[config.mk]
export PLATFORM = sky130hd
export DESIGN_NAME = nvm_fetch_bridge
export DESIGN_NICKNAME = d
export VERILOG_FILES = /design/src/rtl/nfb_pkg.sv /design/src/rtl/nfb_seq.sv /design/src/rtl/nfb_pack.sv /design/src/rtl/nvm_fetch_bridge.sv
export SDC_FILE = /design/constraint.sdc
export NUM_CORES = 1
export LEC_CHECK = 0
export CORE_ASPECT_RATIO = 1.1
export CORE_MARGIN = 4
export CORE_UTILIZATION = 25
export CTS_BUF_LIST = sky130_fd_sc_hd__clkbuf_16
export CTS_CLUSTER_DIAMETER = 30
export DETAILED_ROUTE_END_ITERATION = 10
export PLACE_DENSITY = 0.47
export RECOVER_POWER = 50
export SLEW_MARGIN = 30
export SYNTH_ARGS = -nofsm -noshare
export SYNTH_HDL_FRONTEND = slang
export SYNTH_HIERARCHICAL = 1
export SYNTH_SLANG_ARGS = --single-unit
[constraint.sdc]
create_clock -name clk -period 2.2 [get_ports clk]
set_input_delay 0.44 -clock clk [delete_from_list [all_inputs] [get_ports clk]]
set_output_delay 0.44 -clock clk [all_outputs]
set_load 0.02 [all_outputs]
[src/rtl/nfb_pkg.sv]
package nfb_pkg;
   typedef enum logic [2:0] {
      ST_IDLE = 3'd0,
      ST_DEC  = 3'd1,
      ST_LO   = 3'd2,
      ST_HI   = 3'd3,
      ST_DEAD = 3'd4
   } nfb_state_e;
endpackage

[src/rtl/nfb_seq.sv]
module nfb_seq
   import nfb_pkg::*;
#(
   parameter int AW        = 20,
   parameter int MAX_BURST = 16,
   parameter int DEAD_CYC  = 1,
   parameter int CW        = 5
) (
   input  logic          clk,
   input  logic          rst,
   input  logic          isa16,
   input  logic          req,
   input  logic [AW-1:0] req_addr,
   input  logic          req_data,
   input  logic          req_half,
   input  logic          req_redirect,
   input  logic [CW-1:0] req_count,
   input  logic          rsp_ready,
   output logic          mem_rd,
   output logic [AW-1:0] mem_addr,
   output logic          lo_take,
   output logic          half_done,
   output logic          word_done
);
   localparam bit HAS_DEAD = (DEAD_CYC > 0);
   localparam int DW       = HAS_DEAD ? $clog2(DEAD_CYC + 1) : 1;

   nfb_state_e    state_q;
   logic [AW-1:0] addr_q;
   logic [CW-1:0] left_q;
   logic          data_q;
   logic          half_q;
   logic          dead_done;

   logic          accept;
   logic          multi;
   logic          sel_half;
   nfb_state_e    end_state;

   assign accept    = (state_q == ST_IDLE) && req && !rsp_ready;
   assign multi     = req_data && (req_count >= CW'(2));
   assign sel_half  = req_data ? (req_half && !multi) : isa16;
   assign end_state = (data_q && HAS_DEAD) ? ST_DEAD : ST_IDLE;

   generate
      if (HAS_DEAD) begin : g_dead
         logic [DW-1:0] dead_cnt;
         always_ff @(posedge clk) begin
            if (rst || state_q != ST_DEAD) dead_cnt <= '0;
            else                           dead_cnt <= dead_cnt + DW'(1);
         end
         assign dead_done = (dead_cnt == DW'(DEAD_CYC));
      end else begin : g_no_dead
         assign dead_done = 1'b1;
      end
   endgenerate

   always_ff @(posedge clk) begin
      if (rst) begin
         state_q <= ST_IDLE;
         addr_q  <= '0;
         left_q  <= '0;
         data_q  <= 1'b0;
         half_q  <= 1'b0;
      end else begin
         case (state_q)
            ST_IDLE: begin
               if (accept) begin
                  data_q  <= req_data;
                  half_q  <= sel_half;
                  left_q  <= multi ? req_count : CW'(1);
                  addr_q  <= sel_half ? (req_addr & ~AW'(1)) : (req_addr & ~AW'(3));
                  state_q <= (req_data || req_redirect) ? ST_DEC : ST_LO;
               end
            end
            ST_DEC:  state_q <= ST_LO;
            ST_LO:   state_q <= half_q ? end_state : ST_HI;
            ST_HI: begin
               if (left_q > CW'(1)) begin
                  left_q  <= left_q - CW'(1);
                  addr_q  <= addr_q + AW'(4);
                  state_q <= ST_DEC;
               end else begin
                  state_q <= end_state;
               end
            end
            ST_DEAD: if (dead_done) state_q <= ST_IDLE;
            default: state_q <= ST_IDLE;
         endcase
      end
   end

   assign mem_rd    = (state_q == ST_LO) || (state_q == ST_HI);
   assign mem_addr  = (state_q == ST_HI) ? (addr_q + AW'(2)) : addr_q;
   assign lo_take   = (state_q == ST_LO) && !half_q;
   assign half_done = (state_q == ST_LO) && half_q;
   assign word_done = (state_q == ST_HI);

   // second halfword read follows the first at the next halfword address
   assert_hi_after_lo_R3: assert property (@(posedge clk) disable iff (rst)
      (state_q == ST_HI) |-> ($past(state_q) == ST_LO && mem_addr == $past(mem_addr) + AW'(2)));

   // every data read is preceded by a decode cycle
   assert_data_decoded_R7: assert property (@(posedge clk) disable iff (rst)
      (state_q == ST_LO && data_q) |-> ($past(state_q) == ST_DEC));

   // accepting cycle issues no read
   assert_accept_quiet_R2: assert property (@(posedge clk) disable iff (rst)
      ($past(accept) && !$past(rst)) |-> !$past(mem_rd));

   // multiple-load length within the supported range
   assert_burst_bound_R10: assert property (@(posedge clk) disable iff (rst)
      (state_q == ST_IDLE && req && req_data) |-> (req_count <= CW'(MAX_BURST)));
endmodule

[src/rtl/nfb_pack.sv]
module nfb_pack #(
   parameter int MW = 16
) (
   input  logic          clk,
   input  logic          rst,
   input  logic [MW-1:0] mem_rdata,
   input  logic          lo_take,
   input  logic          half_done,
   input  logic          word_done,
   output logic          rsp_ready,
   output logic [2*MW-1:0] rsp_word
);
   logic [MW-1:0] lo_q;

   always_ff @(posedge clk) begin
      if (rst) begin
         lo_q      <= '0;
         rsp_ready <= 1'b0;
         rsp_word  <= '0;
      end else begin
         rsp_ready <= half_done || word_done;
         if (lo_take)        lo_q     <= mem_rdata;
         if (half_done)      rsp_word <= {{MW{1'b0}}, mem_rdata};
         else if (word_done) rsp_word <= {mem_rdata, lo_q};
      end
   end

   // ready is a single-cycle pulse
   assert_ready_pulse_R4: assert property (@(posedge clk) disable iff (rst)
      rsp_ready |=> !rsp_ready);

   // ready leaves reset low
   assert_reset_idle_R1: assert property (@(posedge clk) disable iff (rst)
      $past(rst) |-> !rsp_ready);
endmodule

[src/rtl/nvm_fetch_bridge.sv]
module nvm_fetch_bridge #(
   parameter int AW        = 20,
   parameter int MW        = 16,
   parameter int MAX_BURST = 16,
   parameter int DEAD_CYC  = 1,
   localparam int CW       = $clog2(MAX_BURST + 1)
) (
   input  logic            clk,
   input  logic            rst,
   input  logic            isa16,
   input  logic            req,
   input  logic [AW-1:0]   req_addr,
   input  logic            req_data,
   input  logic            req_half,
   input  logic            req_redirect,
   input  logic [CW-1:0]   req_count,
   output logic            mem_rd,
   output logic [AW-1:0]   mem_addr,
   input  logic [MW-1:0]   mem_rdata,
   output logic            rsp_ready,
   output logic [2*MW-1:0] rsp_word
);
   generate
      if (AW < 3)                         begin : g_bad_aw    $error("AW must be at least 3"); end
      if (MW != 16)                       begin : g_bad_mw    $error("halfword port must be 16 bits"); end
      if (MAX_BURST < 2 || MAX_BURST > 16) begin : g_bad_burst $error("MAX_BURST must be 2..16"); end
      if (DEAD_CYC < 0 || DEAD_CYC > 8)   begin : g_bad_dead  $error("DEAD_CYC must be 0..8"); end
   endgenerate

   logic lo_take;
   logic half_done;
   logic word_done;

   nfb_seq #(
      .AW(AW), .MAX_BURST(MAX_BURST), .DEAD_CYC(DEAD_CYC), .CW(CW)
   ) u_seq (
      .clk(clk), .rst(rst), .isa16(isa16), .req(req), .req_addr(req_addr),
      .req_data(req_data), .req_half(req_half), .req_redirect(req_redirect),
      .req_count(req_count), .rsp_ready(rsp_ready), .mem_rd(mem_rd),
      .mem_addr(mem_addr), .lo_take(lo_take), .half_done(half_done),
      .word_done(word_done)
   );

   nfb_pack #(.MW(MW)) u_pack (
      .clk(clk), .rst(rst), .mem_rdata(mem_rdata), .lo_take(lo_take),
      .half_done(half_done), .word_done(word_done), .rsp_ready(rsp_ready),
      .rsp_word(rsp_word)
   );

   // a ready pulse always closes a read cycle
   assert_ready_after_read_R4: assert property (@(posedge clk) disable iff (rst)
      (rsp_ready && !$past(rst)) |-> $past(mem_rd));
endmodule

=== Word-level counts from Yosys, hierarchy flattened ===
Cells that the tools add are included.
W data, S select, Z words.

* Register bits after elaboration: 80
* Input bits: 48
* Output and inout bits: 54
* Word-level logic and storage cells: 63

* Add/sub/neg operators: 4
* $lt $le $gt $ge: 2
* Eq/ne operators: 8
* Muxes and demuxes: 19
* Reduce and logical (&&, ||, !) cells: 20

{| class="wikitable"
|+ Operators with widths
! kind !! number
|-
| $mux W20 || 3
|-
| $pmux W20 S2 || 1
|-
| $mux W16 || 2
|-
| $add A20 B2 Y20 const B || 1
|-
| $add A20 B3 Y20 const B || 1
|-
| $mux W3 || 5
|-
| $mux W5 || 3
|-
| $pmux W3 S5 || 1
|-
| $pmux W5 S2 || 1
|-
| $eq A3 B2 Y1 const B || 2
|-
| $logic_and A1 B1 Y1 || 6
|-
| $ge A5 B2 Y1 const B || 1
|-
| $gt A5 B1 Y1 const B || 1
|-
| $sub A5 B1 Y5 const B || 1
|-
| $logic_or A1 B1 Y1 || 4
|-
| $mux W2 || 2
|-
| $ne A2 B1 Y1 const B || 2
|-
| $reduce_and A2 Y1 || 2
|-
| $reduce_bool A2 Y1 || 2
|-
| $eq A3 B1 Y1 const B || 1
|-
| $eq A3 B3 Y1 const B || 1
|-
| $logic_not A1 Y1 || 3
|-
| $logic_not A3 Y1 || 1
|-
| $ne A3 B3 Y1 const B || 1
|-
| other kinds (5) || 5
|}

=== Depth between registers and ports, before layout ===
* Depth in word-level cells: 8
* Gate-level depth with buffers: 9
* Mapped depth without buffers: 6

=== Modules after synthesis ===
The synthesis kept the hierarchy.

{| class="wikitable"
|+ By module, submodules not included
! module !! times used !! cells each !! area an instance (µm²) !! seq. area each (µm²)
|-
| nfb_seq || 1 || 307 || 2264.7 || 600.6
|-
| nfb_pack || 1 || 179 || 1996.9 || 980.9
|}

=== Least setup slack after synthesis ===
OpenSTA, ideal clock, no wires.

* Path kind: reg2out
* From: register u_seq.addr_q[2]
* To: output port mem_addr[9]
* Data arrival time: 1.797 ns
* Data required time: 1.760 ns
* Slack: -0.037 ns
* Cell stages (with the launch flop): 6
* Path buffers: 0
* Path through: dfxtp_1 -> ha_1 -> nand3_1 -> nor3_1 -> and3_1 -> xor2_1

* Word-level cells in the longest chain between the ends: 2

{| class="wikitable"
|+ RTL lines
! what !! line !! source
|-
| from (decl) || nfb_seq.sv:29 || <nowiki>logic [AW-1:0] addr_q;</nowiki>
|-
| from (signal assigned) || nfb_seq.sv:72 || <nowiki>addr_q <= sel_half ? (req_addr & ~AW'(1)) : (req_addr & ~AW'(3));</nowiki>
|-
| from (signal assigned) || nfb_seq.sv:81 || <nowiki>addr_q <= addr_q + AW'(4);</nowiki>
|-
| $add A20 B2 Y20 || nfb_seq.sv:94 || <nowiki>assign mem_addr = (state_q == ST_HI) ? (addr_q + AW'(2)) : addr_q;</nowiki>
|-
| $mux W20 || nfb_seq.sv:94 ||
|-
| to (decl) || nvm_fetch_bridge.sv:18 || <nowiki>output logic [AW-1:0] mem_addr,</nowiki>
|}

Every way passes these cells.

=== Worst setup path after layout ===
* From: register u_seq.addr_q[2]
* To: output port mem_addr[18]

Same word-level chain as after synthesis.

==> implementation parameters <==
Parameter                              Value

Outcome
  Run status    complete, but fails checks
  Failing checks    negative setup slack

Clock tree
  Clock slew seen by the registers of the worst setup and hold paths    ~0.070 ns
  Clock Latency Late Sink    approximately 0.34 ns
  Total number of H-tree levels    3
  Clock tree from TritonCTS    done
  Sink Count    79
  CTS buffer count    9
  CTS Hold Buffers Added    0
  Maximum root-to-sink buffer count    2
  Root buffer cell    sky130_fd_sc_hd__clkbuf_16

STA
  Final slew viol count    0
  Number of endpoints with negative hold slack in the final report    0
  Final setup violating endpoints    10
  Worst slew slack as a fraction of its limit    a little over half
  Fin crit period    2.32 ns
  Actual slew at the worst max-slew pin    about 0.7 ns
  Hold Worst Slack    0.476 ns
  Setup repair after global routing missed its margin    yes
  Smallest setup slack after layout    -0.119 ns
  Achievable frequency    around 430 MHz
  Final Skew    0.00848 ns
  Portion of the clock cycle consumed by the worst path in the final layout    105%

Critical path
  Beginning of the worst register-to-register path    u_seq/state_q[2]
  Slowest cell delay on critical path    around 0.5 ns
  Critical path endpoint category    primary output
  Critical path class    reg -> out
  Cell Chain, Critical Path    ha_4 > nand4_1 > or4_4 > nor2_4 > xnor2_2 > buf_4
  Origin of the worst setup path    u_seq/addr_q[2]
  Highest-delay cell along the critical path    sky130_fd_sc_hd__or4_4
  Worst path bufs/invs    1
  Data arrival time of the critical path    1.88 ns
  Maximum fanout along the worst path    4
  Cell family contributing the most delay on the critical path    simple AND/OR/NAND/NOR gates
  CP Data Required Time    between 1.5 and 2 ns
  Setup crit start kind    register

Pwr
  Design internal power    between 2 and 3 mW
  Leakage    2.42 nW
  Total power divided by cell area    between 600 and 700 nW/µm²
  Clock network power share    33.6%
  Share of total power in sequential cells    38.4%
  VDD IR-drop max    about 0.48 mV
  Switching power    1.38 mW
  Combinational share of power    between 20% and 30%
  Net Sw Frac    between 30% and 40%

Global routing
  Number of global-route vias before repair    roughly 4.3k
  Aggregate global routing overflow    0
  Largest net degree at the start of global routing    33
  Wire length of the first global-routing pass    between 20000 and 25000 µm
  GRT Util Overall    ~14%
  Antenna violations before repair    0

Final layout
  Antenna fix cells    0
  Final std cells w/o fill    837
  Fraction of layout cells with a size suffix above 1    between 20% and 30%
  Area growth syn-to-layout    45.1%
  Nets@finish    680
  Core Util, Final    between 30 and 40%

Synthesis
  Share of synthesized area occupied by flip-flops and latches    around 37%
  Area leader, netlist    sky130_fd_sc_hd__dfxtp_1
  Share of synthesized registers carrying an async set or reset    0%
  Syn nets    between 500 and 600
  Top post-synthesis cells by count    79 x sky130_fd_sc_hd__dfxtp_1, 49 x sky130_fd_sc_hd__mux2i_1, 49 x sky130_fd_sc_hd__nor2_1, 32 x sky130_fd_sc_hd__nand2_1
  Leading cell types by total area after synthesis    sky130_fd_sc_hd__dfxtp_1 37%, sky130_fd_sc_hd__mux2i_1 12%, sky130_fd_sc_hd__nor2_1 4.3%, sky130_fd_sc_hd__a211oi_1 3.3%, sky130_fd_sc_hd__nand2_1 2.8%
  Dominant cell by count in the synthesized netlist    sky130_fd_sc_hd__dfxtp_1
  Number of enable flip-flop cells after synthesis    0
  Synthesis-stage register bit count    slightly below 80
  Mapped Cells    486
  Top_reg_cell synth    sky130_fd_sc_hd__dfxtp_1
  Cell area after synthesis    approximately 4300 µm²
  Yosys Warn Count    6
  Post-synthesis average cell area    between 8 and 9 µm²
  Top-area cell type share of the netlist area    roughly 37%
  Count of unique library cells instantiated by Yosys    65

Routing
  Aggregate routed wire length    13900 µm
  Post-route DRC    0
  Average vias per placed instance    between 4 and 5
  First-pass detailed-route iteration total    4
  Post-detailed-route count of antenna-violating nets    0
  Via count    ~4.2k
  Number of DRC markers after the initial detailed-route iteration    roughly 170
  Routed length per placed instance    16.7 µm

Flow run
  Max-Cap Viols    0

Placed design
  Final HPWL DP    10200 µm
  Count of input and output buffers    99
  Final weighted congestion in routability-driven placement    about 0.8
  Total placed cells including tap cells    about 820

Floorplanning
  Boundary Pins    around 100
  Total die area    slightly below 20000 µm²
  Core Footprint    ~17000 µm²
  Width of the chip    around 130 µm
  Initial Utilization    25.7%
  Std cell rows    between 40 and 50
  Die Y    approximately 140 µm

Hold path
  Hold path start    u_seq/data_q
  Hold/Removal Path Class    reg -> reg
-- power by group through the flow --
stage               registers (mW)  clock network [mW]  logic, mW
global placement              1.66                   0       1.19
CTS                           1.63                1.49       1.19
global route                  1.65                1.56       1.29
detailed placement            1.66                   0       1.21
floorplan                     1.68                   0      0.673
finish                        1.63                1.43       1.19
-- per-layer routing --
layer	share of wire [%]	GRT usage (%)	vias to the layer above
met5	0	0	-
met4	1.9	4.99	0
met3	6.9	4.47	18
met2	47	23.2	127
met1	44	17.6	1975
li1	-	-	2044
-- cells by family after synthesis --
group	Yosys count	share of synthesized area, %
AO/OA/AOI/OAI	101	17.4
buffers and inverters	55	7.63
flip-flops	79	37.1
AND/OR/NAND/NOR	179	21.4
adder cells (fa/ha/maj)	4	1.17
multiplexers	49	11.5
other	1	0.0880
XOR/XNOR	18	3.70
-- layout make-up --
| type | count | area [µm²] |
|---|---|---|
| Clock inverter | 7 | 56.3 |
| Tap cell | 204 | 255 |
| Fill cell | 1700 | 10400 |
| Inverter | 12 | 45.0 |
| Timing Repair Buffer | 174 | 1510 |
| Multi-Input combinational cell | 352 | 2510 |
| Sequential cell | 79 | 1590 |
| Clock buffer | 9 | 225 |
-- cells in the final DEF (no fill, tap or decap), types with 3 or more instances in the layout --
| cell type | instances |
|---|---|
| sky130_fd_sc_hd__o22ai_1 | 4 |
| sky130_fd_sc_hd__dlygate4sd3_1 | 30 |
| sky130_fd_sc_hd__xnor2_2 | 5 |
| sky130_fd_sc_hd__xnor2_1 | 8 |
| sky130_fd_sc_hd__nor4_1 | 4 |
| sky130_fd_sc_hd__a2bb2oi_1 | 3 |
| sky130_fd_sc_hd__clkbuf_16 | 9 |
| sky130_fd_sc_hd__o32ai_1 | 9 |
| sky130_fd_sc_hd__nor2b_1 | 17 |
| sky130_fd_sc_hd__a22oi_1 | 6 |
| sky130_fd_sc_hd__a32oi_1 | 4 |
| sky130_fd_sc_hd__clkdlybuf4s50_1 | 49 |
| sky130_fd_sc_hd__nor2_1 | 42 |
| sky130_fd_sc_hd__nand4_1 | 8 |
| sky130_fd_sc_hd__xor2_1 | 4 |
| sky130_fd_sc_hd__nor3b_1 | 5 |
| sky130_fd_sc_hd__a31oi_1 | 3 |
| sky130_fd_sc_hd__and3_1 | 5 |
| sky130_fd_sc_hd__nor2_2 | 13 |
| sky130_fd_sc_hd__nand2_1 | 30 |
| sky130_fd_sc_hd__o21ai_0 | 6 |
| sky130_fd_sc_hd__nand3_1 | 16 |
| sky130_fd_sc_hd__nor2_4 | 5 |
| sky130_fd_sc_hd__a211oi_1 | 19 |
| sky130_fd_sc_hd__a21oi_1 | 19 |
| sky130_fd_sc_hd__mux2i_1 | 49 |
| sky130_fd_sc_hd__inv_1 | 12 |
| sky130_fd_sc_hd__inv_6 | 3 |
| sky130_fd_sc_hd__buf_4 | 83 |
| sky130_fd_sc_hd__dfxtp_2 | 3 |
| sky130_fd_sc_hd__ha_1 | 3 |
| sky130_fd_sc_hd__dfxtp_1 | 76 |
| sky130_fd_sc_hd__o211ai_1 | 3 |
| sky130_fd_sc_hd__clkbuf_1 | 3 |
| sky130_fd_sc_hd__buf_2 | 4 |
| sky130_fd_sc_hd__nor3_1 | 11 |
-- registers in the layout (all words and copies together) (netlist names) --
name,cells
u_seq/addr_q,19
u_pack/lo_q,16
u_seq/data_q,1
u_pack/rsp_word,32
u_seq/left_q,5
u_pack/rsp_ready,1
u_seq/state_q,3
u_seq/dead_done,1
u_seq/half_q,1
-- tightest hold or removal path: stages, from the launching register on --
cell	delay, ns
sky130_fd_sc_hd__dfxtp_1	0.32
sky130_fd_sc_hd__nand2_1	0.06
sky130_fd_sc_hd__a21oi_1	0.06
-- per-stage QoR --
step                worst slack, ns  TNS, ns  total power [mW]  area, µm²
finish                       -0.119   -0.695              4.25       6180
global route                 -0.263    -3.06              4.50       6180
CTS                          -0.174    -1.13              4.31       6100
detailed placement           -0.475    -6.21              2.87       5780
global placement             -0.446    -5.12              2.85       5780
floorplan                   0.00496        0              2.35       4270
-- worst paths after layout --
path / to / slack (ns) / cells past startpoint
setup reg to reg: u_seq/addr_q[9] / 0.11 / 8
hold / removal: u_seq/data_q / 0.48 / 2
setup / recovery: mem_addr[18] / -0.12 / 6
hold reg to reg: u_seq/data_q / 0.48 / 2
-- timing repair --
action | CTS | global route
pin swaps | 12 | 8
buffers inserted | 6 | 2
setup endpoints to repair | 20 | 22
endpoints found under the hold margin | 0 | 0
resized for setup | 112 | 31
Note: power is estimated with default switching activity, not from simulation.
